File: src/rtl/pah_pkg.sv
package pah_pkg;

    typedef enum logic {
        HOLD_IDLE   = 1'b0,
        HOLD_ACTIVE = 1'b1
    } hold_e;

    localparam longint unsigned MICROS_PER_SEC  = 64'd1_000_000;
    localparam longint unsigned MIN_SILENCE_US  = 64'd333;
    localparam longint unsigned MAX_ARM_US      = 64'd80;

    function automatic longint unsigned us_to_cycles(input longint unsigned hz,
                                                     input longint unsigned us);
        return (hz * us) / MICROS_PER_SEC;
    endfunction

endpackage

File: src/rtl/pah_sync.sv
module pah_sync #(
    parameter int unsigned STAGES = 2
) (
    input  logic clk_i,
    input  logic rst_ni,
    input  logic async_i,
    output logic sync_o
);

    logic [STAGES-1:0] chain_d;
    logic [STAGES-1:0] chain_q;

    for (genvar i = 0; i < STAGES; i++) begin : g_stage
        if (i == 0) begin : g_first
            assign chain_d[i] = async_i;
        end else begin : g_next
            assign chain_d[i] = chain_q[i-1];
        end
    end

    always_ff @(posedge clk_i or negedge rst_ni) begin
        if (!rst_ni) begin
            chain_q <= '0;
        end else begin
            chain_q <= chain_d;
        end
    end

    assign sync_o = chain_q[STAGES-1];

endmodule

File: src/rtl/pah_edge.sv
module pah_edge (
    input  logic clk_i,
    input  logic rst_ni,
    input  logic level_i,
    output logic rise_o
);

    logic prev_d;
    logic prev_q;

    always_comb begin
        prev_d = level_i;
    end

    always_ff @(posedge clk_i or negedge rst_ni) begin
        if (!rst_ni) begin
            prev_q <= 1'b0;
        end else begin
            prev_q <= prev_d;
        end
    end

    assign rise_o = level_i & ~prev_q;


    single_rise_chk: assert property (@(posedge clk_i) disable iff (!rst_ni)
        rise_o |=> !rise_o);

endmodule

File: src/rtl/pah_silence_timer.sv
module pah_silence_timer
    import pah_pkg::*;
#(
    parameter int unsigned TIMEOUT_CYCLES = 500
) (
    input  logic clk_i,
    input  logic rst_ni,
    input  logic rise_i,
    output logic hold_o
);

    localparam int unsigned CW = (TIMEOUT_CYCLES > 2) ? $clog2(TIMEOUT_CYCLES) : 1;
    localparam logic [CW-1:0] LAST = CW'(TIMEOUT_CYCLES - 1);

    typedef struct packed {
        hold_e         state;
        logic [CW-1:0] count;
    } timer_s;

    timer_s tmr_d;
    timer_s tmr_q;

    always_comb begin
        tmr_d = tmr_q;
        if (rise_i) begin
            tmr_d.state = HOLD_ACTIVE;
            tmr_d.count = '0;
        end else if (tmr_q.state == HOLD_ACTIVE) begin
            if (tmr_q.count == LAST) begin
                tmr_d.state = HOLD_IDLE;
                tmr_d.count = '0;
            end else begin
                tmr_d.count = tmr_q.count + 1'b1;
            end
        end
    end

    always_ff @(posedge clk_i or negedge rst_ni) begin
        if (!rst_ni) begin
            tmr_q <= '{state: HOLD_IDLE, count: '0};
        end else begin
            tmr_q <= tmr_d;
        end
    end

    assign hold_o = (tmr_q.state == HOLD_ACTIVE);


    idle_quiet_chk: assert property (@(posedge clk_i) disable iff (!rst_ni)
        (tmr_q.state == HOLD_IDLE && !rise_i) |=> tmr_q.state == HOLD_IDLE);


    idle_arm_chk: assert property (@(posedge clk_i) disable iff (!rst_ni)
        (tmr_q.state == HOLD_IDLE && rise_i) |=> tmr_q.state == HOLD_ACTIVE);


    restart_chk: assert property (@(posedge clk_i) disable iff (!rst_ni)
        rise_i |=> (tmr_q.count == '0 && tmr_q.state == HOLD_ACTIVE));


    hold_step_chk: assert property (@(posedge clk_i) disable iff (!rst_ni)
        (tmr_q.state == HOLD_ACTIVE && !rise_i && tmr_q.count != LAST)
        |=> (tmr_q.state == HOLD_ACTIVE && tmr_q.count == $past(tmr_q.count) + 1'b1));


    expire_chk: assert property (@(posedge clk_i) disable iff (!rst_ni)
        (tmr_q.state == HOLD_ACTIVE && !rise_i && tmr_q.count == LAST)
        |=> tmr_q.state == HOLD_IDLE);


    last_cycle_chk: assert property (@(posedge clk_i) disable iff (!rst_ni)
        (tmr_q.state == HOLD_ACTIVE && rise_i && tmr_q.count == LAST)
        |=> tmr_q.state == HOLD_ACTIVE);


    no_overflow_chk: assert property (@(posedge clk_i) disable iff (!rst_ni)
        tmr_q.count <= LAST);

endmodule

File: src/rtl/pulse_activity_hold.sv
module pulse_activity_hold
    import pah_pkg::*;
#(
    parameter longint unsigned CLK_HZ         = 1_000_000,
    parameter int unsigned     TIMEOUT_CYCLES = 500,
    parameter int unsigned     SYNC_STAGES    = 2
) (
    input  logic clk_i,
    input  logic rst_ni,
    input  logic pulse_i,
    output logic active_o
);

    localparam longint unsigned FLOOR_CYCLES = us_to_cycles(CLK_HZ, MIN_SILENCE_US);
    localparam longint unsigned CEIL_CYCLES  = CLK_HZ;
    localparam longint unsigned ARM_BUDGET   = us_to_cycles(CLK_HZ, MAX_ARM_US);
    localparam longint unsigned ARM_LATENCY  = SYNC_STAGES + 1;

    if (longint'(TIMEOUT_CYCLES) <= FLOOR_CYCLES ||
        longint'(TIMEOUT_CYCLES) >= CEIL_CYCLES) begin : g_bad_window
        $error("silence window outside the allowed span");
    end
    if (ARM_LATENCY > ARM_BUDGET) begin : g_bad_latency
        $error("arming latency exceeds 80 us at this clock rate");
    end
    if (SYNC_STAGES < 2) begin : g_bad_sync
        $error("synchronizer needs at least two stages");
    end

    logic pulse_sync;
    logic pulse_rise;

    pah_sync #(
        .STAGES (SYNC_STAGES)
    ) u_sync (
        .clk_i   (clk_i),
        .rst_ni  (rst_ni),
        .async_i (pulse_i),
        .sync_o  (pulse_sync)
    );

    pah_edge u_edge (
        .clk_i   (clk_i),
        .rst_ni  (rst_ni),
        .level_i (pulse_sync),
        .rise_o  (pulse_rise)
    );

    pah_silence_timer #(
        .TIMEOUT_CYCLES (TIMEOUT_CYCLES)
    ) u_timer (
        .clk_i  (clk_i),
        .rst_ni (rst_ni),
        .rise_i (pulse_rise),
        .hold_o (active_o)
    );

endmodule

File: config.mk
export PLATFORM = sky130hd
export DESIGN_NAME = pulse_activity_hold
export DESIGN_NICKNAME = d
export VERILOG_FILES = /design/src/rtl/pah_pkg.sv /design/src/rtl/pah_sync.sv /design/src/rtl/pah_edge.sv /design/src/rtl/pah_silence_timer.sv /design/src/rtl/pulse_activity_hold.sv
export SDC_FILE = /design/constraint.sdc
export NUM_CORES = 1
export LEC_CHECK = 0
export CAP_MARGIN = 20
export CORE_AREA = 2 2 39 41
export DETAILED_ROUTE_END_ITERATION = 6
export DIE_AREA = 0 0 41 43
export DONT_BUFFER_PORTS = 1
export GPL_ROUTABILITY_DRIVEN = 0
export PLACE_DENSITY = 0.68
export SKIP_CTS_REPAIR_TIMING = 1
export SYNTH_ARGS = -nofsm -noshare
export SYNTH_HDL_FRONTEND = slang
export SYNTH_SLANG_ARGS = --single-unit
File: constraint.sdc
create_clock -name clk_i -period 1.5 [get_ports clk_i]
set_input_delay 0.075 -clock clk_i [delete_from_list [all_inputs] [get_ports clk_i]]
set_output_delay 0.075 -clock clk_i [all_outputs]
set_load 0.1 [all_outputs]
==> impl_metrics.ini, run 1 <==
[outcome]
status = finished clean

[clock_network]
cts_tree = done
clock_path_buffers = 2
cts_buffers = 3
h-tree-depth = 1
cts.sinks = 13
clk_latency_ns = 0.27
clkSlewWorstSetupHoldPaths_ns = 0.08
ctsRootBufferMaster = clkbuf_4

[logic_synthesis]
async_reset_ff_share_pct = 100
ys.flop_type = dfrtp_1
synth_top_area_share_pct = 49.1
syn_area_per_cell_um2 = 10.9
ys_ff_latch = 13
synth_cell_types = 28
synth.most_common_cell = dfrtp_1
yosysWarnings = 0
syn-num-nets = 65
syn_area_um2 = 663
synthTopCellsByArea = dfrtp_1, nand4bb_4, nand2_1, a31oi_1, nand3_1
ys_seq_area_share_pct = 49.1
synth_commonest_cells = dfrtp_1, nand2_1, nand3_1
synthCells = 61
synth-edff-count = 0
yosys.area.top_type = dfrtp_1

[route]
wl_um = 1240
wire_per_inst_um = 14.6
routed_via_density = 5.75
drtPass1Iterations = 4
first_iter_violations = 3
ant_nets = 0
drcViolationCount = 0
num_vias = 489

[setup_path]
rrSetupSlack_ns = 0.08
criticalPathCategory = reg2reg
critical_path_required_ns = 1.66
arrival_ns = 1.58
cp-end-kind = flip-flop
crit_start = u_timer.tmr_q[1]
cp_max_fo = 10
timing.rr.start = u_timer.tmr_q[1]
critPathLaunchType = flip-flop

[place]
portBuffers = 0
placed_area_um2 = 698
dp_slack_ns = 0.0158
dp_hpwl_um = 812
placedCellCount = 79

[global_routing]
overflow = 0
grt_pass1_wl_um = 2010
antenna_found_initial = 0
grt_pass1_vias = 459
grt.total_usage_pct = 17.4
grt_max_degree = 14

[flow_run]
maxCapViolCount = 0

[power]
p_leak_nw = 0.349
p_sw_mw = 0.248
internal_power_mw = 0.621
sw_frac_of_total_pct = 28.5
max-vdd-ir-drop_v = 0.000687
power_frac_comb_pct = 26.1
pwr-share-seq_pct = 48.9
powerDensity_nw_per_um2 = 1130
clkPwrFrac_pct = 25.1

[cells_and_area]
final_cells = 85
fill_cells = 123
nets = 74
drive_above_1_share_pct = 24.6
design_area_um2 = 772
area_growth_pct = 16.4
num_antenna_cells = 0

[timing]
period_minus_slack_ns = 1.42
fmax_mhz = 706
whs_ns = 0.232
slew_headroom_pct = 61.1
setup_ws_ns = 0.0826
hold_viol = 0
finalSetupViolations = 0
period_share_pct = 94.5
fin_tns_setup_ns = 0
timing.clock.skew_ns = 0.00680
tightestPinTransition_ns = 0.582
slew_violations = 0

[die]
std_cell_rows = 14
chipWidth_um = 41
floorplan.initialDensity_pct = 47.9
ios = 4
die_h_um = 43
core_um2 = 1380
die-area_um2 = 1760

[worst_hold_path]
hp-class = in2async
==> path summary, 6_finish.rpt <==
path	endpoint	cells after the start
min reg2reg	u_sync.chain_q[1]	0
max in group asynchronous	u_timer.hold_o	1
max	u_timer.tmr_q[6]	5
max reg2reg	u_timer.tmr_q[6]	5
min in group clk_i	u_sync.chain_q[1]	0
min	u_timer.tmr_q[8]	1
==> final cells by class <==
| class | count | area, um^2 | area share, % |
|---|---|---|---|
| multi-input cells | 43 | 330 | 42.8 |
| flip-flops and latches | 13 | 327 | 42.3 |
| repair buffers | 8 | 65.1 | 8.43 |
| clock buffers | 4 | 26.3 | 3.40 |
| well taps | 16 | 20.0 | 2.59 |
| inverters | 1 | 3.75 | 0.486 |
==> state kept, by name, summed over array words and instances, names as in the netlist <==
signal,cells
u_timer.tmr_q,9
u_timer.hold_o,1
u_edge.prev_q,1
u_sync.chain_q,2
==> kinds of logic after synthesis <==
family | after synthesis | synth area share, %
simple gates | 23 | 22.5
flops | 13 | 49.1
compound gates | 19 | 21.3
buf+inv | 5 | 5.28
fa+ha+maj | 1 | 1.89
==> routing by layer <==
metal | vias to the layer above | part of all wire [%] | track usage (%)
met3 | 2 | 2.9 | 4.71
met2 | 9 | 46 | 23.1
met1 | 235 | 50 | 24.5
met5 | - | 0 | 0
met4 | 0 | 1.2 | 10.0
li1 | 243 | - | -
==> critical path, stage by stage (launching register included) <==
cell and delay, ns:
dfrtp_1 0.37, ha_2 0.21, nand4bb_4 0.14, o211a_4 0.30, a41oi_1 0.22, a31oi_1 0.06
==> stage by stage <==
| step | utilization (%) | power [mW] |
|---|---|---|
| final | 55.8 | 0.869 |
| after global routing | 55.8 | 0.923 |
| after CTS | 52.4 | 0.851 |
| after detailed placement | 50.5 | 0.640 |
| after global placement | 50.5 | 0.632 |
| after floorplan | - | 0.581 |
==> power groups by stage <==
stage               clock (mW)  sequential [mW]  combinational [mW]
floorplan                    0            0.429               0.152
detailed placement           0            0.430               0.210
global route             0.234            0.433               0.255
global placement             0            0.428               0.203
CTS                      0.218            0.423               0.210
finish                   0.218            0.425               0.227
==> cells in the final DEF, fill, tap and decap left out, drive strengths merged, types with 2 or more instances in the layout <==
cell type / instances
nand2: 7
a41oi: 3
nand3: 5
a22o: 2
and3: 3
buf: 6
o21ai: 6
dfrtp: 13
clkbuf: 4
dlygate4sd3: 2
a31oi: 4
Note: power is estimated with default switching activity, not from simulation.
==> run 2, diff against run 1 <==
--- a/config.mk
+++ b/config.mk
@@ -7,6 +7,7 @@
 export LEC_CHECK = 0
 export CAP_MARGIN = 20
 export CORE_AREA = 2 2 39 41
+export CTS_BUF_LIST = sky130_fd_sc_hd__clkbuf_16
 export DETAILED_ROUTE_END_ITERATION = 6
 export DIE_AREA = 0 0 41 43
 export DONT_BUFFER_PORTS = 1
==> run 2 against run 1 <==
Compared with the run above: sequential power barely moved; first-iteration DRC count rose to 5.0 times the previous value; die area did not move; hold slack improved by 0.039 ns; setup slack got worse by 0.043 ns; wire length rose by 0.89%; critical endpoint unchanged; maximum frequency fell by 2.9%; clock power rose by 130%; core utilization rose by 3.2 points; power rose by 32%; combinational power barely moved; sequential share of layout area fell by 2.3 points.
==> impl_metrics.ini, run 2 (same netlist as run 1, synthesis figures left out) <==
[global_routing]
grt_max_degree = 14
antenna_found_initial = 0
grt_pass1_vias = 458
grt_pass1_wl_um = 2070
overflow = 0
grt.total_usage_pct = 18.8

[clock_network]
cts_tree = done
clkSlewWorstSetupHoldPaths_ns = 0.05
ctsRootBufferMaster = clkbuf_16
clock_path_buffers = 2
h-tree-depth = 1
cts_buffers = 3
clk_latency_ns = 0.24
cts.sinks = 13

[cells_and_area]
utilization_pct = 59.0
seq_area_um2 = 327
final_common_cell = dfrtp_1
nets = 74
fill_cells = 119
design_area_um2 = 816
drive_above_1_share_pct = 24.6
area_growth_pct = 23.0
largest_register = u_timer.tmr_q
reg_top3 = u_timer.tmr_q: 9 flops, u_sync.chain_q: 2 flops
final_cell_mix = dfrtp_1, nand2_1, buf_4
multi_input_area_um2 = 322
num_antenna_cells = 0
largest_register_ffs = 9

[place]
dp_slack_ns = 0.0158
dp_hpwl_um = 812
portBuffers = 0
placed_area_um2 = 698

[die]
floorplan.initialDensity_pct = 47.9
die-area_um2 = 1760
std_cell_rows = 14
core_um2 = 1380
chipWidth_um = 41
die_h_um = 43
ios = 4

[timing]
slew_headroom_pct = 61.7
setup_ws_ns = 0.0397
fmax_mhz = 685
tightestPinTransition_ns = 0.572
finalSetupViolations = 0
timing.clock.skew_ns = 0.00316
period_minus_slack_ns = 1.46
slew_violations = 0
period_share_pct = 97.4
hold_viol = 0
fin_tns_setup_ns = 0

[setup_path]
arrival_ns = 1.58
slowest_delay_ns = 0.44
cp-end-kind = flip-flop
path_buf_inv = 0
cp_max_fo = 10
cp_cell_sequence = nand4_2 > o211a_4 > a41oi_1 > a31oi_1
slowest_stage = dfrtp_1
critPathLaunchType = flip-flop
critical_path_required_ns = 1.62
criticalPathCategory = reg2reg
critPathTopFamily = compound AO/OA/AOI/OAI gates

[route]
first_iter_violations = 15
drcViolationCount = 0
ant_nets = 0
wl_um = 1250
num_vias = 486
routed_via_density = 5.72
wire_per_inst_um = 14.7
drtPass1Iterations = 4

[power]
design_power_total_mw = 1.15
powerDensity_nw_per_um2 = 1410
p_leak_nw = 0.370
max-vdd-ir-drop_v = 0.000728

[flow_run]
maxCapViolCount = 0

[outcome]
status = finished clean

[worst_hold_path]
hp-class = in2async
==> run 2: changes by cell type in the layout (fill, tap and decap cells not counted), sizes merged <==
cell / before / now
clkbuf: 4 / 3
inv: 1 / 2
==> run 2: power by group <==
| group | leakage, nW | total (mW) | switching [mW] | internal, mW |
|---|---|---|---|---|
| Combinational | 0.163 | 0.228 | 0.105 | 0.123 |
| Clock | 0.0423 | 0.494 | 0.143 | 0.351 |
| Sequential | 0.164 | 0.426 | 0.0281 | 0.397 |
| Total | 0.370 | 1.15 | 0.276 | 0.872 |
==> run 2: layout make-up <==
cell class / instances / area share (%)
clock buffers: 3 / 9.20
clock inverters: 1 / 0.460
inverters: 1 / 0.460
multi-input cells: 43 / 39.4
flip-flops and latches: 13 / 40.0
well taps: 16 / 2.45
repair buffers: 8 / 7.98
==> run 2: path summary, 6_finish.rpt <==
| kind | slack, ns | cells past startpoint | end | startpoint |
|---|---|---|---|---|
| setup / recovery | 0.04 | 4 | u_timer.tmr_q[6] | u_timer.tmr_q[5] |
| setup reg to reg | 0.04 | 4 | u_timer.tmr_q[6] | u_timer.tmr_q[5] |
| hold / removal | 0.27 | 1 | u_timer.tmr_q[8] | rst_ni |
| hold reg to reg | 0.36 | 0 | u_sync.chain_q[1] | u_sync.chain_q[0] |
| max in group asynchronous | 0.82 | 1 | u_timer.hold_o | rst_ni |
| min in group clk_i | 0.36 | 0 | u_sync.chain_q[1] | u_sync.chain_q[0] |
==> run 2: per-stage QoR <==
| stage | instances | hold WS, ns |
|---|---|---|
| 4_1_cts | 83 | -0.476 |
| 6_report | 85 | 0.271 |
| 3_5_place_dp | 79 | -0.220 |
| 5_1_grt | 85 | 0.336 |
| 2_1_floorplan | 61 | -0.221 |
| 3_3_place_gp | 79 | -0.220 |
==> run 2: layer usage <==
metal	vias to the layer above	share of wire, %	global-route usage (%)
li1	244	-	-
met1	229	49	25.8
met2	8	45	22.5
met3	5	3.4	9.42
met4	0	2.9	12.0
met5	-	0	0
==> run 3, diff against run 2 <==
--- a/config.mk
+++ b/config.mk
@@ -6,13 +6,15 @@
 export NUM_CORES = 1
 export LEC_CHECK = 0
 export CAP_MARGIN = 20
-export CORE_AREA = 2 2 39 41
+export CELL_PAD_IN_SITES_DETAIL_PLACEMENT = 1
+export CELL_PAD_IN_SITES_GLOBAL_PLACEMENT = 1
+export CORE_MARGIN = 2
+export CORE_UTILIZATION = 42
 export CTS_BUF_LIST = sky130_fd_sc_hd__clkbuf_16
 export DETAILED_ROUTE_END_ITERATION = 6
-export DIE_AREA = 0 0 41 43
 export DONT_BUFFER_PORTS = 1
 export GPL_ROUTABILITY_DRIVEN = 0
-export PLACE_DENSITY = 0.68
+export PLACE_DENSITY = 0.71
 export SKIP_CTS_REPAIR_TIMING = 1
 export SYNTH_ARGS = -nofsm -noshare
 export SYNTH_HDL_FRONTEND = slang
==> run 3 against run 2 <==
Compared with the run above: setup slack improved by 0.010 ns; largest cell class unchanged; clock skew rose by 0.0021 ns; first-iteration DRC count fell by 80%; power grew 0.69%; clock power is essentially flat; critical endpoint is now u_timer.tmr_q[5].
==> impl_metrics.ini, run 3 (same netlist as run 1, synthesis figures left out) <==
[outcome]
status = finished clean

[cells_and_area]
num_antenna_cells = 0
area_growth_pct = 23.8
final_cell_mix = dfrtp_1, nand2_1, buf_4
reg_top3 = u_timer.tmr_q: 9 flops, u_sync.chain_q: 2 flops
largest_register_ffs = 9
final_common_cell = dfrtp_1
nets = 75
drive_above_1_share_pct = 24.3
largest_register = u_timer.tmr_q
final_cells = 86
design_area_um2 = 821

[global_routing]
grt_max_degree = 14
grt.total_usage_pct = 18.5
grt_pass1_wl_um = 2440
overflow = 0
top_usage_layer = met2
use_met3_pct = 5.00
grt_pass1_vias = 516
met2_usage_pct = 26.2
antenna_found_initial = 0
met1_usage_pct = 24.3

[clock_network]
ctsRootBufferMaster = clkbuf_16
clk_latency_ns = 0.24
cts_buffers = 3
clock_path_buffers = 2
cts.sinks = 13
cts_tree = done
h-tree-depth = 1
clkSlewWorstSetupHoldPaths_ns = 0.05

[timing]
period_share_pct = 96.7
slew_headroom_pct = 59.8
setup_ws_ns = 0.0497
tightestPinTransition_ns = 0.601
timing.clock.skew_ns = 0.00526
hold_viol = 0
fin_tns_setup_ns = 0
finalSetupViolations = 0
fmax_mhz = 689
slew_violations = 0
period_minus_slack_ns = 1.45

[route]
wl_um = 1530
num_vias = 518
drtPass1Iterations = 4
ant_nets = 0
first_iter_violations = 3
routed_via_density = 6.02
wire_per_inst_um = 17.8
drcViolationCount = 0

[setup_path]
arrival_ns = 1.57
cp-end-kind = flip-flop
critical_path_required_ns = 1.62
critPathLaunchType = flip-flop
criticalPathCategory = reg2reg
cp_max_fo = 10

[place]
placed_area_um2 = 706
dp_hpwl_um = 1070
placedCellCount = 80
dp_slack_ns = -0.00704
portBuffers = 0

[power]
powerDensity_nw_per_um2 = 1410
max-vdd-ir-drop_v = 0.00102
design_power_total_mw = 1.16
p_leak_nw = 0.377

[die]
die_h_um = 43.7
floorplan.initialDensity_pct = 44.5
ios = 4
die-area_um2 = 1910
chipWidth_um = 43.7
core_um2 = 1490
std_cell_rows = 14

[worst_hold_path]
hp-class = in2async

[flow_run]
maxCapViolCount = 0
==> run 3: cell count changes in the layout (fill, tap and decap cells not counted) <==
cell,previous run,this run
ha_2,1,0
buf_4,6,7
ha_1,0,1
==> run 3: cell type report <==
type                    instances  area, um^2
flip-flops and latches         13         327
clock buffers                   3        75.1
clock inverters                 1        3.75
repair buffers                  9        72.6
well taps                      16        20.0
multi-input cells              43         319
inverters                       1        3.75
fillers                       168         668
==> run 3: path summary, 6_finish.rpt <==
check,from,endpoint,slack (ns),depth (start not counted)
worst min register to register,u_sync.chain_q[0],u_sync.chain_q[1],0.35,0
worst max-delay path,u_timer.tmr_q[1],u_timer.tmr_q[5],0.05,5
worst min-delay path,rst_ni,u_timer.tmr_q[8],0.28,1
worst max register to register,u_timer.tmr_q[1],u_timer.tmr_q[5],0.05,5
min in group clk_i,u_sync.chain_q[0],u_sync.chain_q[1],0.35,0
max in group asynchronous,rst_ni,u_timer.hold_o,0.79,1
==> run 3: routing by layer <==
layer | part of all wire, % | wire length, um
met1 | 47 | 715
met2 | 47 | 720
met3 | 2.5 | 38
met4 | 3.7 | 57
met5 | 0 | 0
==> run 3: power by group <==
part	switching, mW	total (mW)	internal [mW]
logic	0.111	0.233	0.121
clock network	0.144	0.495	0.351
registers	0.0308	0.428	0.397
==> run 3: stage by stage <==
stage	util, %	hold WS [ns]
floorplan	-	-0.221
global placement	47.4	-0.220
detailed placement	47.4	-0.220
CTS	52.7	-0.479
global route	55.1	0.343
finish	55.1	0.281
==> run 3: critical path: stages, from the launching register on <==
cell and delay [ns]:
dfrtp_1 0.37, ha_1 0.23, nand4bb_4 0.15, o211a_4 0.30, a41oi_1 0.22, a31oi_1 0.06
